**config.mk**
```make
export PLATFORM = sky130hd
export DESIGN_NAME = lifo_chain_top
export DESIGN_NICKNAME = d
export VERILOG_FILES = /design/src/rtl/lifo_pkg.sv /design/src/rtl/lifo_arbiter.sv /design/src/rtl/lifo_levels.sv /design/src/rtl/lifo_occupancy.sv /design/src/rtl/lifo_chain_top.sv
export SDC_FILE = /design/constraint.sdc
export NUM_CORES = 1
export LEC_CHECK = 0
export BUFFER_PORTS_ARGS = -buffer_cell sky130_fd_sc_hd__buf_2
export CAP_MARGIN = 10
export CORE_ASPECT_RATIO = 0.9
export CORE_MARGIN = 2
export CORE_UTILIZATION = 25
export CTS_BUF_LIST = sky130_fd_sc_hd__clkbuf_4 sky130_fd_sc_hd__clkbuf_8
export DETAILED_ROUTE_END_ITERATION = 8
export PLACE_DENSITY_LB_ADDON = 0.15
export REMOVE_ABC_BUFFERS = 1
export SLEW_MARGIN = 20
export SYNTH_ARGS = -nofsm -noshare
export SYNTH_HDL_FRONTEND = slang
export SYNTH_HIERARCHICAL = 1
export SYNTH_SLANG_ARGS = --single-unit
```
**constraint.sdc**
```tcl
create_clock -name clk -period 2.84 [get_ports clk]
set_input_delay 0.284 -clock clk [delete_from_list [all_inputs] [get_ports clk]]
set_output_delay 0.284 -clock clk [all_outputs]
set_load 0.05 [all_outputs]
```
**src/rtl/lifo_pkg.sv**
```systemverilog
package lifo_pkg;
  typedef enum logic [2:0] {
    OP_IDLE = 3'd0,
    OP_XCHG = 3'd1,
    OP_PUSH = 3'd2,
    OP_CALL = 3'd3,
    OP_PULL = 3'd4,
    OP_RET  = 3'd5
  } stk_op_e;
endpackage

```
**src/rtl/lifo_arbiter.sv**
```systemverilog
module lifo_arbiter
  import lifo_pkg::*;
(
  input  logic    xchg_req,
  input  logic    push_req,
  input  logic    call_req,
  input  logic    pull_req,
  input  logic    ret_req,
  output stk_op_e op
);
  // fixed priority: exchange, push, call, pull, return
  always_comb begin
    if (xchg_req)      op = OP_XCHG;
    else if (push_req) op = OP_PUSH;
    else if (call_req) op = OP_CALL;
    else if (pull_req) op = OP_PULL;
    else if (ret_req)  op = OP_RET;
    else               op = OP_IDLE;
  end
endmodule

```
**src/rtl/lifo_levels.sv**
```systemverilog
module lifo_levels
  import lifo_pkg::*;
#(
  parameter int DEPTH = 16,
  parameter int WIDTH = 8
) (
  input  logic             clk,
  input  logic             rst,
  input  stk_op_e          op,
  input  logic [WIDTH-1:0] wr_data,
  input  logic [2*WIDTH-1:0] ret_in,
  output logic [WIDTH-1:0] lvl0,
  output logic [WIDTH-1:0] lvl1
);
  localparam int LAST = DEPTH - 1;

  logic [WIDTH-1:0] lvl_q [DEPTH];
  logic [WIDTH-1:0] lvl_d [DEPTH];

  for (genvar i = 0; i < DEPTH; i++) begin : g_lvl
    // value arriving from above on a one- or two-place push
    logic [WIDTH-1:0] from_up1, from_up2, from_dn1, from_dn2;
    if (i == 0) begin : g_top
      assign from_up1 = wr_data;
      assign from_up2 = ret_in[WIDTH-1:0];
    end else if (i == 1) begin : g_second
      assign from_up1 = lvl_q[0];
      assign from_up2 = ret_in[2*WIDTH-1:WIDTH];
    end else begin : g_deep
      assign from_up1 = lvl_q[i-1];
      assign from_up2 = lvl_q[i-2];
    end
    if (i + 1 <= LAST) begin : g_has_dn1
      assign from_dn1 = lvl_q[i+1];
    end else begin : g_no_dn1
      assign from_dn1 = '0;
    end
    if (i + 2 <= LAST) begin : g_has_dn2
      assign from_dn2 = lvl_q[i+2];
    end else begin : g_no_dn2
      assign from_dn2 = '0;
    end

    always_comb begin
      unique case (op)
        OP_PUSH: lvl_d[i] = from_up1;
        OP_CALL: lvl_d[i] = from_up2;
        OP_PULL: lvl_d[i] = from_dn1;
        OP_RET:  lvl_d[i] = from_dn2;
        OP_XCHG: lvl_d[i] = (i == 0) ? wr_data : lvl_q[i];
        default: lvl_d[i] = lvl_q[i];
      endcase
    end

    always_ff @(posedge clk) begin
      if (rst) lvl_q[i] <= '0;
      else     lvl_q[i] <= lvl_d[i];
    end
  end

  assign lvl0 = lvl_q[0];
  assign lvl1 = lvl_q[1];

  assert_push_top_R2: assert property (@(posedge clk) disable iff (rst)
    op == OP_PUSH |=> lvl_q[0] == $past(wr_data) && lvl_q[1] == $past(lvl_q[0]));
  assert_pull_zero_fill_R4: assert property (@(posedge clk) disable iff (rst)
    op == OP_PULL |=> lvl_q[LAST] == '0);
  assert_xchg_keeps_rest_R5: assert property (@(posedge clk) disable iff (rst)
    op == OP_XCHG |=> $stable(lvl_q[1]) && $stable(lvl_q[LAST]));
  assert_call_split_R6: assert property (@(posedge clk) disable iff (rst)
    op == OP_CALL |=> {lvl_q[1], lvl_q[0]} == $past(ret_in));
  assert_ret_zero_fill_R7: assert property (@(posedge clk) disable iff (rst)
    op == OP_RET |=> lvl_q[LAST] == '0 && lvl_q[LAST-1] == '0);
endmodule

```
**src/rtl/lifo_occupancy.sv**
```systemverilog
module lifo_occupancy
  import lifo_pkg::*;
#(
  parameter int DEPTH = 16
) (
  input  logic    clk,
  input  logic    rst,
  input  stk_op_e op,
  output logic    full
);
  localparam int CW = $clog2(DEPTH + 1);
  localparam logic [CW-1:0] MAXC = CW'(DEPTH);

  logic [CW-1:0] cnt_q, cnt_d;
  logic          full_q;

  always_comb begin
    cnt_d = cnt_q;
    unique case (op)
      OP_PUSH: cnt_d = (cnt_q == MAXC) ? MAXC : cnt_q + 1'b1;
      OP_CALL: cnt_d = (cnt_q >= MAXC - 1'b1) ? MAXC : cnt_q + 2'd2;
      OP_PULL: cnt_d = (cnt_q == '0) ? '0 : cnt_q - 1'b1;
      OP_RET:  cnt_d = (cnt_q < 2) ? '0 : cnt_q - 2'd2;
      default: cnt_d = cnt_q;
    endcase
  end

  always_ff @(posedge clk) begin
    if (rst) begin
      cnt_q  <= '0;
      full_q <= 1'b0;
    end else begin
      cnt_q  <= cnt_d;
      full_q <= (cnt_d == MAXC);
    end
  end

  assign full = full_q;

  assert_count_bound_R3: assert property (@(posedge clk) disable iff (rst)
    cnt_q <= MAXC);
  assert_full_tracks_count_R8: assert property (@(posedge clk) disable iff (rst)
    full_q == (cnt_q == MAXC));
  assert_push_full_stays_R3: assert property (@(posedge clk) disable iff (rst)
    (op == OP_PUSH && full_q) |=> full_q);
  assert_idle_holds_R10: assert property (@(posedge clk) disable iff (rst)
    op == OP_IDLE |=> $stable(cnt_q));
endmodule

```
**src/rtl/lifo_chain_top.sv**
```systemverilog
module lifo_chain_top
  import lifo_pkg::*;
#(
  parameter int DEPTH = 16,
  parameter int WIDTH = 8
) (
  input  logic               clk,
  input  logic               rst,
  input  logic               xchg_req,
  input  logic               push_req,
  input  logic               call_req,
  input  logic               pull_req,
  input  logic               ret_req,
  input  logic [WIDTH-1:0]   wr_data,
  input  logic [2*WIDTH-1:0] ret_in,
  output logic [WIDTH-1:0]   top_word,
  output logic [2*WIDTH-1:0] ret_addr,
  output logic               full
);
  stk_op_e          op;
  logic [WIDTH-1:0] l0, l1;

  lifo_arbiter u_arb (
    .xchg_req(xchg_req), .push_req(push_req), .call_req(call_req),
    .pull_req(pull_req), .ret_req(ret_req), .op(op)
  );

  lifo_levels #(.DEPTH(DEPTH), .WIDTH(WIDTH)) u_lvl (
    .clk(clk), .rst(rst), .op(op), .wr_data(wr_data), .ret_in(ret_in),
    .lvl0(l0), .lvl1(l1)
  );

  lifo_occupancy #(.DEPTH(DEPTH)) u_occ (
    .clk(clk), .rst(rst), .op(op), .full(full)
  );

  assign top_word = l0;
  assign ret_addr = {l1, l0};

  // exchange beats push: level 1 must not take the old top
  assert_xchg_over_push_R9: assert property (@(posedge clk) disable iff (rst)
    (xchg_req && push_req) |=> top_word == $past(wr_data) &&
                               ret_addr[2*WIDTH-1:WIDTH] == $past(ret_addr[2*WIDTH-1:WIDTH]));
  assert_reset_clear_R1: assert property (@(posedge clk)
    rst |=> top_word == '0 && ret_addr == '0 && !full);
endmodule

```
==> reports/metrics.yaml, run 1 <==
status: "finished clean"
dp_hpwl_um: 15830
cts-root-buf: "clkbuf_8"
power_mw: 4.256
multi_input_area_um2: 5084
hold_viol: 0
synth-seq-cells: 134
synth_top_area_cell: "dfxtp_1"
grt_usage_pct: 15.25
postCtsSetupRepairBufs: 0
yosys-top-cells-area: "dfxtp_1 31%, a32oi_1 11%, a221oi_1 7.4%"
drc: 0
r2r_cells: 8
grt_max_degree: 101
dieArea_um2: 35670
place_area_um2: 9139
regArea_um2: 2683
netlist.area_leader.share_pct: 31.40
area_growth_pct: 11.09
cp_cell_sequence: "inv_1 > ha_1 > inv_1 > o311ai_1 > a211oi_1 > a211oi_2 > nand3_1 > nor4b_2"
htreeDepth: 4
timing_max_transition_violations_final: 0
nNetsFinal: 966
yosysUniqueCellTypes: 61
clkTransAtPathRegs_ns: 0.09
post_cts_resize_count: 0
cap_violations: 0
wl_um: 27150
syn_avg_cell_area_um2: 8.974
fin_area_um2: 9490
crit_fanout: 7
regToRegStartpoint: "u_occ/cnt_q[1]"
io_pins: 56
setup_viol_count_final: 0
routed_via_density: 5.813
fin_crit_sh_pct: 85.20
cellPowerDensity_nw_per_um2: 448.5
yosysSeqAreaShare_pct: 31.40
rsz0062_at_grt: "false"
leakage_nw: 3.106
placementRows: 64
grt_pass1_wl_um: 43750
dr.pass1.iters: 8
ctsHoldBuffers: 0
synth_edf_count: 0
slowest_delay_ns: 0.62
holdPathEnd: "u_lvl/lvl_q[1][2]"
drive_above_1_share_pct: 15.43
post-route-min-period_ns: 2.420
worst_setup_path_end_kind: "register"
hp-class: "input pin to register"
peakVddDrop_mv: 0.2844
netlist_area_um2: 8543
fillers: 3705
fmax_mhz: 413.3
slew_headroom_pct: 49.80
numCtsBuffers: 17
min_path_cells: 4
place.gp.congestion: 0.7532
slowest_stage: "o311ai_1"
clkSinkCount: 134
netlist_instances: 952
antenna_found_initial: 0
critPathLaunchType: "register"
grt_pass1_vias: 7870
cts_tree: "built"
fin_skew_ns: 0.01983
die_h_um: 179.4
worstMarginPinSlew_ns: 0.7514
portBuffers: 55
vias: 8150
yosysWarnings: 6
min_from: "ret_in[10]"
wl_per_cell_um: 19.36
synthTopCellsByCount: "134 x dfxtp_1, 112 x o21ai_1, 105 x a32oi_1, 80 x and2_1, 72 x a221oi_1"
cts_max_path_buffers: 2
die_w_um: 198.9
arrival_ns: 2.78
first_iter_violations: 821
core_area_um2: 33790
ff2ff_setup_slack_ns: 0.42
final_antenna_net_count: 0
insertion_delay_ns: 0.46
synth_ff_type: "dfxtp_1"
async_flop_share_pct: 0
antenna_cells: 0
yosysMostFrequentCell: "dfxtp_1"
initial_core_util_pct: 25.28
timing.rr.end: "u_occ/full"
grt_overflow: 0
worst_ep_required_time_ns: 3.20
worstSetupPathType: "register to register"
crit_top_cell: "inv_1"
setup_tns_ns: 0
[sequential cells by signal, indices dropped and copies added, names as in the netlist]
| register | flops |
|---|---|
| u_lvl/lvl_q | 128 |
| u_occ/cnt_q | 5 |
| u_occ/full | 1 |
[cell families after synthesis]
logic type | synth area share [%]
buffers and inverters | 9.798
adder cells (fa/ha/maj) | 1.172
multiplexers | 1.435
flip-flops | 31.40
XOR/XNOR | 0.4102
AO/OA/AOI/OAI | 36.26
AND/OR/NAND/NOR | 19.52
[layout make-up]
type                       count  share of cell area, %
clock buffer                  18                  2.610
clock inverter                14                  1.094
inverter                      15                 0.5933
multi-input combinational    664                  53.57
sequential                   134                  28.27
tap                          462                  6.091
timing repair buffer          95                  7.779
[per-stage QoR]
step / util (%) / hold WS [ns] / std cells / worst slack, ns
2_1_floorplan: - / 0.3534 / 813 / -8.800
3_3_place_gp: 27.04 / 0.5024 / 1370 / 0.4429
3_5_place_dp: 27.04 / 0.5024 / 1370 / 0.3570
4_1_cts: 28.08 / 0.2305 / 1402 / 0.4379
5_1_grt: 28.08 / 0.2508 / 1402 / 0.2025
6_report: 28.08 / 0.2666 / 1402 / 0.4205
[how the worst max path moves through the flow]
stage,startpoint,to
floorplan,xchg_req,u_lvl/lvl_q[4][7]
global placement,push_req,u_occ/full
detailed placement,push_req,u_lvl/lvl_q[14][6]
CTS,u_occ/cnt_q[1],u_occ/full
global route,u_occ/cnt_q[1],u_occ/full
finish,u_occ/cnt_q[1],u_occ/full
[layer usage]
layer	vias to the layer above	GRT usage (%)	part of all wire [%]
met1	4021	21.76	49
li1	3859	-	-
met5	-	0	0
met2	247	23.50	45
met4	0	3.949	1.1
met3	23	2.901	5.0
[cell usage in the layout, fill, tap and decap left out, drive strengths merged, types with 2 or more instances in the layout]
| cell | synthesis | final |
|---|---|---|
| a32oi | 105 | 105 |
| nand2 | 15 | 15 |
| nor3 | 12 | 12 |
| a31oi | 16 | 16 |
| nor3b | 3 | 3 |
| nor4b | 9 | 9 |
| mux2 | 2 | 2 |
| nor2 | 13 | 13 |
| a211oi | 11 | 11 |
| a21o | 9 | 9 |
| and2 | 80 | 80 |
| inv | 15 | 17 |
| mux2i | 10 | 10 |
| nor2b | 11 | 11 |
| and2b | 2 | 2 |
| a211o | 9 | 9 |
| ha | 8 | 8 |
| dfxtp | 134 | 134 |
| buf | 88 | 95 |
| xor2 | 2 | 2 |
| nand2b | 10 | 10 |
| a311oi | 2 | 2 |
| clkbuf | 51 | 18 |
| a221oi | 72 | 72 |
| a21oi | 10 | 10 |
| nand3 | 4 | 4 |
| and4b | 56 | 56 |
| o31ai | 2 | 2 |
| and3 | 2 | 2 |
| o21ai | 117 | 117 |
| clkinv | 0 | 6 |
| nand3b | 10 | 10 |
| clkinvlp | 0 | 6 |
| a222oi | 48 | 48 |
| xnor2 | 2 | 2 |
[report_power, final]
group	leakage, nW	internal, mW	switching (mW)
sequential	1.09	1.92	0.0530
combinational	1.86	0.239	0.544
clock	0.163	0.629	0.867
[worst max-delay path: cells and delay by family (launching register included)]
kind / cells / cell delay (ns)
compound gates: 3 / 1.09
fa+ha+maj: 1 / 0.20
buf+inv: 2 / 0.26
simple gates: 2 / 0.39
flops: 1 / 0.40
No activity file was read; power rests on OpenSTA's default activity.
==> run 2, diff against run 1 <==
Settings changed: CTS_BUF_LIST sky130_fd_sc_hd__clkbuf_4 sky130_fd_sc_hd__clkbuf_8 to sky130_fd_sc_hd__clkbuf_8, MAX_ROUTING_LAYER set to met4.
==> run 2 against run 1 <==
  * Cell count unchanged
  * Routed wire length fell by 0.11%
  * Sequential power barely moved
  * Clock skew is essentially flat
  * Maximum frequency shrank 0.51%
  * Highest routed layer unchanged
  * Worst hold slack worse by 0.0026 ns
  * Critical path depth unchanged
  * Non-clock buffer count stayed put
  * Largest cell class unchanged
  * Register-to-register slack is essentially flat
==> reports/metrics.yaml, run 2 (synthesized netlist as in run 1, its figures left out) <==
regMostFlops: "u_lvl/lvl_q"
grt_overflow: 0
peakVddDrop_mv: 0.2876
cellPowerDensity_nw_per_um2: 448.3
p_int_mw: 2.792
clkTransAtPathRegs_ns: 0.09
arrival_ns: 2.80
place.gp.congestion: 0.7637
fin_crit_sh_pct: 85.64
grt_max_degree: 101
drive_above_1_share_pct: 15.43
worstMarginPinSlew_ns: 0.7599
hold_viol: 0
area_growth_pct: 11.09
ctsHoldBuffers: 0
fin_area_um2: 9490
cp_cell_sequence: "inv_1 > ha_1 > inv_1 > o311ai_1 > a211oi_1 > a211oi_2 > nand3_1 > nor4b_2"
wl_per_cell_um: 19.34
insertion_delay_ns: 0.46
drc: 0
cts_tree: "built"
grt_pass1_wl_um: 43770
post-place-cells: 1370
clkPwrFrac_pct: 35.1
nNetsFinal: 966
path_buf_inv: 2
postCtsSetupRepairBufs: 0
first_iter_violations: 834
post-route-min-period_ns: 2.432
final_cell_mix: "134 x dfxtp_1, 112 x o21ai_1, 105 x a32oi_1, 80 x and2_1, 72 x a221oi_1"
rsz0062_at_grt: "false"
clkSinkCount: 134
fmax_mhz: 411.2
mostFrequentLayoutCell: "dfxtp_1"
slowest_delay_ns: 0.63
wl_um: 27120
worst_ep_required_time_ns: 3.21
slowest_stage: "o311ai_1"
post_cts_resize_count: 0
timing_max_transition_violations_final: 0
hp-class: "input pin to register"
pwr-share-seq_pct: 46.5
antenna_cells: 0
grt_pass1_vias: 7864
place_area_um2: 9139
dp_hpwl_um: 15830
switchingPower_mw: 1.463
io_pins: 56
die_w_um: 198.9
die_h_um: 179.4
setup_tns_ns: 0
core_area_um2: 33790
dr.pass1.iters: 8
slew_headroom_pct: 49.23
leakage_nw: 3.106
crit_fanout: 7
crit_top_cell: "inv_1"
fin_skew_ns: 0.01994
worst_setup_path_end_kind: "register"
setup_viol_count_final: 0
grt_usage_pct: 15.72
worstSetupPathType: "register to register"
path_delay_family: "compound AO/OA/AOI/OAI gates"
initial_core_util_pct: 25.28
htreeDepth: 4
cts-root-buf: "clkbuf_8"
dieArea_um2: 35670
swShare_pct: 34.38
placementRows: 64
combinationalPowerShare_pct: 18.4
power_mw: 4.255
final_cells: 1402
routed_via_density: 5.874
final_antenna_net_count: 0
vias: 8235
critPathLaunchType: "register"
cts_max_path_buffers: 2
cap_violations: 0
antenna_found_initial: 0
status: "finished clean"
fin_worst_hold_slack_ns: 0.2640
portBuffers: 55
largest_register_ffs: 128
numCtsBuffers: 17
## run 2: final timing paths
path | from | endpoint | slack [ns] | cells after the start
worst max-delay path | u_occ/cnt_q[1] | u_occ/full | 0.41 | 8
worst min register to register | u_lvl/lvl_q[14][3] | u_lvl/lvl_q[14][3] | 0.51 | 2
worst max register to register | u_occ/cnt_q[1] | u_occ/full | 0.41 | 8
worst min-delay path | ret_in[12] | u_lvl/lvl_q[1][4] | 0.26 | 4
## run 2: stage by stage
| step | setup WS (ns) | util [%] |
|---|---|---|
| after floorplan | -8.800 | - |
| after global placement | 0.4429 | 27.04 |
| after detailed placement | 0.3570 | 27.04 |
| after CTS | 0.4379 | 28.08 |
| after global routing | 0.2374 | 28.08 |
| final | 0.4079 | 28.08 |
## run 2: final cells by class
cell class | instances | area [um^2]
clock buffer | 18 | 247.7
clock inverter | 14 | 103.9
fill | 3705 | 24300
inverter | 15 | 56.30
multi-input combinational | 664 | 5084
sequential | 134 | 2683
tap | 462 | 578.1
timing repair buffer | 95 | 738.2
## run 2: power groups by stage
stage | clock network [mW] | registers, mW | logic, mW
5_1_grt | 1.64 | 1.99 | 0.847
2_1_floorplan | 0 | 2.11 | 0.376
3_3_place_gp | 0 | 2.02 | 0.788
3_5_place_dp | 0 | 2.02 | 0.781
6_report | 1.49 | 1.98 | 0.783
4_1_cts | 1.55 | 1.98 | 0.784
## run 2: tightest hold or removal path, delay by kind of cell
kind,cells,cell delay [ns]
and+or+nand+nor,1,0.18
AOI/OAI and AO/OA,2,0.16
buffers and inverters,1,0.07
## run 2: metal layers
layer,track usage [%],vias to the layer above,wire length (um)
li1,-,3864,-
met3,2.751,22,1248
met4,3.949,0,284
met1,21.87,4093,13400
met5,-,-,0
met2,23.51,256,12190
==> run 3, diff against run 2 <==
Settings changed: ABC_AREA set to 1.
==> run 3 against run 2 <==
  * Via count grew 13%
  * Clock power grew 17%
  * Critical path depth grew 4
  * Area after synthesis grew 5.4%
  * Sequential share of layout area shrank 1.8 points
  * Maximum frequency grew 23%
  * Clock skew shrank 0.0059 ns
  * Routed wire length grew 7.0%
  * Highest routed layer unchanged
  * First-iteration DRC count shrank 28%
==> reports/metrics.yaml, run 3 <==
setup_slack_ns: 0.8690
synth_edf_count: 0
dr.pass1.iters: 4
cap_violations: 0
final_util_pct: 28.71
wl_met3_um: 848
largest_register_ffs: 128
dieArea_um2: 37550
mostFrequentLayoutCell: "nand2_1"
wl_per_cell_um: 14.74
netlist.area_leader.share_pct: 29.80
synth_top_area_cell: "dfxtp_1"
leakage_nw: 4.133
core_area_um2: 35300
post-route-min-period_ns: 1.971
yosysSeqAreaShare_pct: 29.80
die_h_um: 184.0
die_w_um: 204.0
grt_usage_pct: 16.36
grt_pass1_vias: 9158
fmax_mhz: 507.4
io_pins: 56
antenna_cells: 0
arrival_ns: 2.36
status: "finished clean"
drive_above_1_share_pct: 9.533
hold_viol: 0
fillers: 4004
dp_hpwl_um: 17390
wl_met2_um: 13400
netlist_instances: 1498
postCtsSetupRepairBufs: 0
grt_pass1_wl_um: 48280
crit_fanout: 37
worstSetupPathType: "input pin to register"
setup_viol_count_final: 0
first_iter_violations: 598
final_antenna_net_count: 0
antenna_found_initial: 1
final_cell_mix: "459 x nand2_1, 220 x inv_1, 196 x o21ai_0, 134 x dfxtp_1, 124 x a21oi_1"
synth-seq-cells: 134
nNetsFinal: 1528
slew_headroom_pct: 41.44
peakVddDrop_mv: 0.2891
worstMarginPinSlew_ns: 0.8771
wl_met1_um: 14610
wl_um: 29020
place.gp.congestion: 0.7724
cellPowerDensity_nw_per_um2: 524.5
placementRows: 65
clkTransAtPathRegs_ns: 0.08
ctsHoldBuffers: 0
drc: 0
synth_ff_type: "dfxtp_1"
cts-root-buf: "clkbuf_8"
vias: 9329
htreeDepth: 4
regArea_um2: 2683
async_flop_share_pct: 0
synthTopCellsByCount: "459 x nand2_1, 219 x inv_1, 196 x o21ai_0, 134 x dfxtp_1, 124 x a21oi_1"
numCtsBuffers: 17
cts_tree: "built"
fin_skew_ns: 0.01404
insertion_delay_ns: 0.46
post_cts_resize_count: 0
syn_avg_cell_area_um2: 6.010
top_layer: "met4"
worst_ep_required_time_ns: 3.23
netlist_area_um2: 9002
yosysWarnings: 6
grt_overflow: 0
yosys-top-cells-area: "dfxtp_1 30%, nand2_1 19%, o21ai_0 11%"
initial_core_util_pct: 25.51
routed_via_density: 4.738
fin_crit_sh_pct: 69.40
area_growth_pct: 12.56
regMostFlops: "u_lvl/lvl_q"
worst_setup_path_end_kind: "register"
hp-class: "input pin to register"
portBuffers: 55
setup_tns_ns: 0
timing_max_transition_violations_final: 0
multi_input_area_um2: 4931
clkSinkCount: 134
critPathLaunchType: "input pin"
rsz0062_at_grt: "false"
grt_max_degree: 104
place_ws_ns: 0.3917
cts_max_path_buffers: 2
yosysMostFrequentCell: "nand2_1"
yosysUniqueCellTypes: 27
-- run 3: cell type report --
class | count | share of cell area [%]
Multi-Input combinational cell | 1021 | 48.66
Clock inverter | 10 | 1.296
Timing Repair Buffer | 81 | 6.371
Sequential cell | 134 | 26.47
Clock buffer | 20 | 2.716
Inverter | 234 | 8.692
Tap cell | 469 | 5.791
-- run 3: cell families (layout without fill, tap and decap cells) --
kind of cell / count (synthesis) / count (layout) / synth area share, %
adders and majority gates: 8 / 8 / 1.112
DFF: 134 / 134 / 29.80
AOI/OAI and AO/OA: 443 / 443 / 27.84
buffers and inverters: 343 / 345 / 15.75
and+or+nand+nor: 570 / 570 / 25.50
-- run 3: critical path: stages --
cell and delay (ns):
buf_2 0.10, inv_1 0.06, nand3_1 0.07, nor2_1 0.39, inv_2 0.08, nand3_2 0.13, nand2_8 0.16, inv_2 0.68
nand2_1 0.13, nand2_1 0.09, inv_1 0.04, a21oi_1 0.12
-- run 3: final timing paths --
kind	startpoint	endpoint	slack, ns	depth (start not counted)
setup / recovery	xchg_req	u_lvl/lvl_q[10][6]	0.87	12
hold / removal	wr_data[2]	u_lvl/lvl_q[0][2]	0.20	5
setup reg to reg	u_occ/cnt_q[3]	u_occ/full	1.02	11
hold reg to reg	u_lvl/lvl_q[14][1]	u_lvl/lvl_q[15][1]	0.48	2
-- run 3: metal layers --
metal  GRT usage (%)  vias up
met5               -        -
met4           3.101        0
met3           2.676       12
met2           26.30      124
met1           21.74     4374
li1                -     4819
-- run 3: where the power goes --
part,switching [mW],leakage (nW),internal (mW)
registers,0.196,1.11,2.07
logic,0.899,2.82,0.407
clock network,0.826,0.209,0.921
total,1.92,4.13,3.39
-- run 3: per-stage QoR --
stage	cell area [um^2]	hold WS [ns]	power (mW)	std cells
CTS	10130	0.1741	5.400	1969
global route	10130	0.2064	5.665	1969
detailed placement	9727	0.4662	3.616	1939
global placement	9727	0.4601	3.621	1939
finish	10130	0.2016	5.315	1969
floorplan	8463	0.3531	3.161	1389
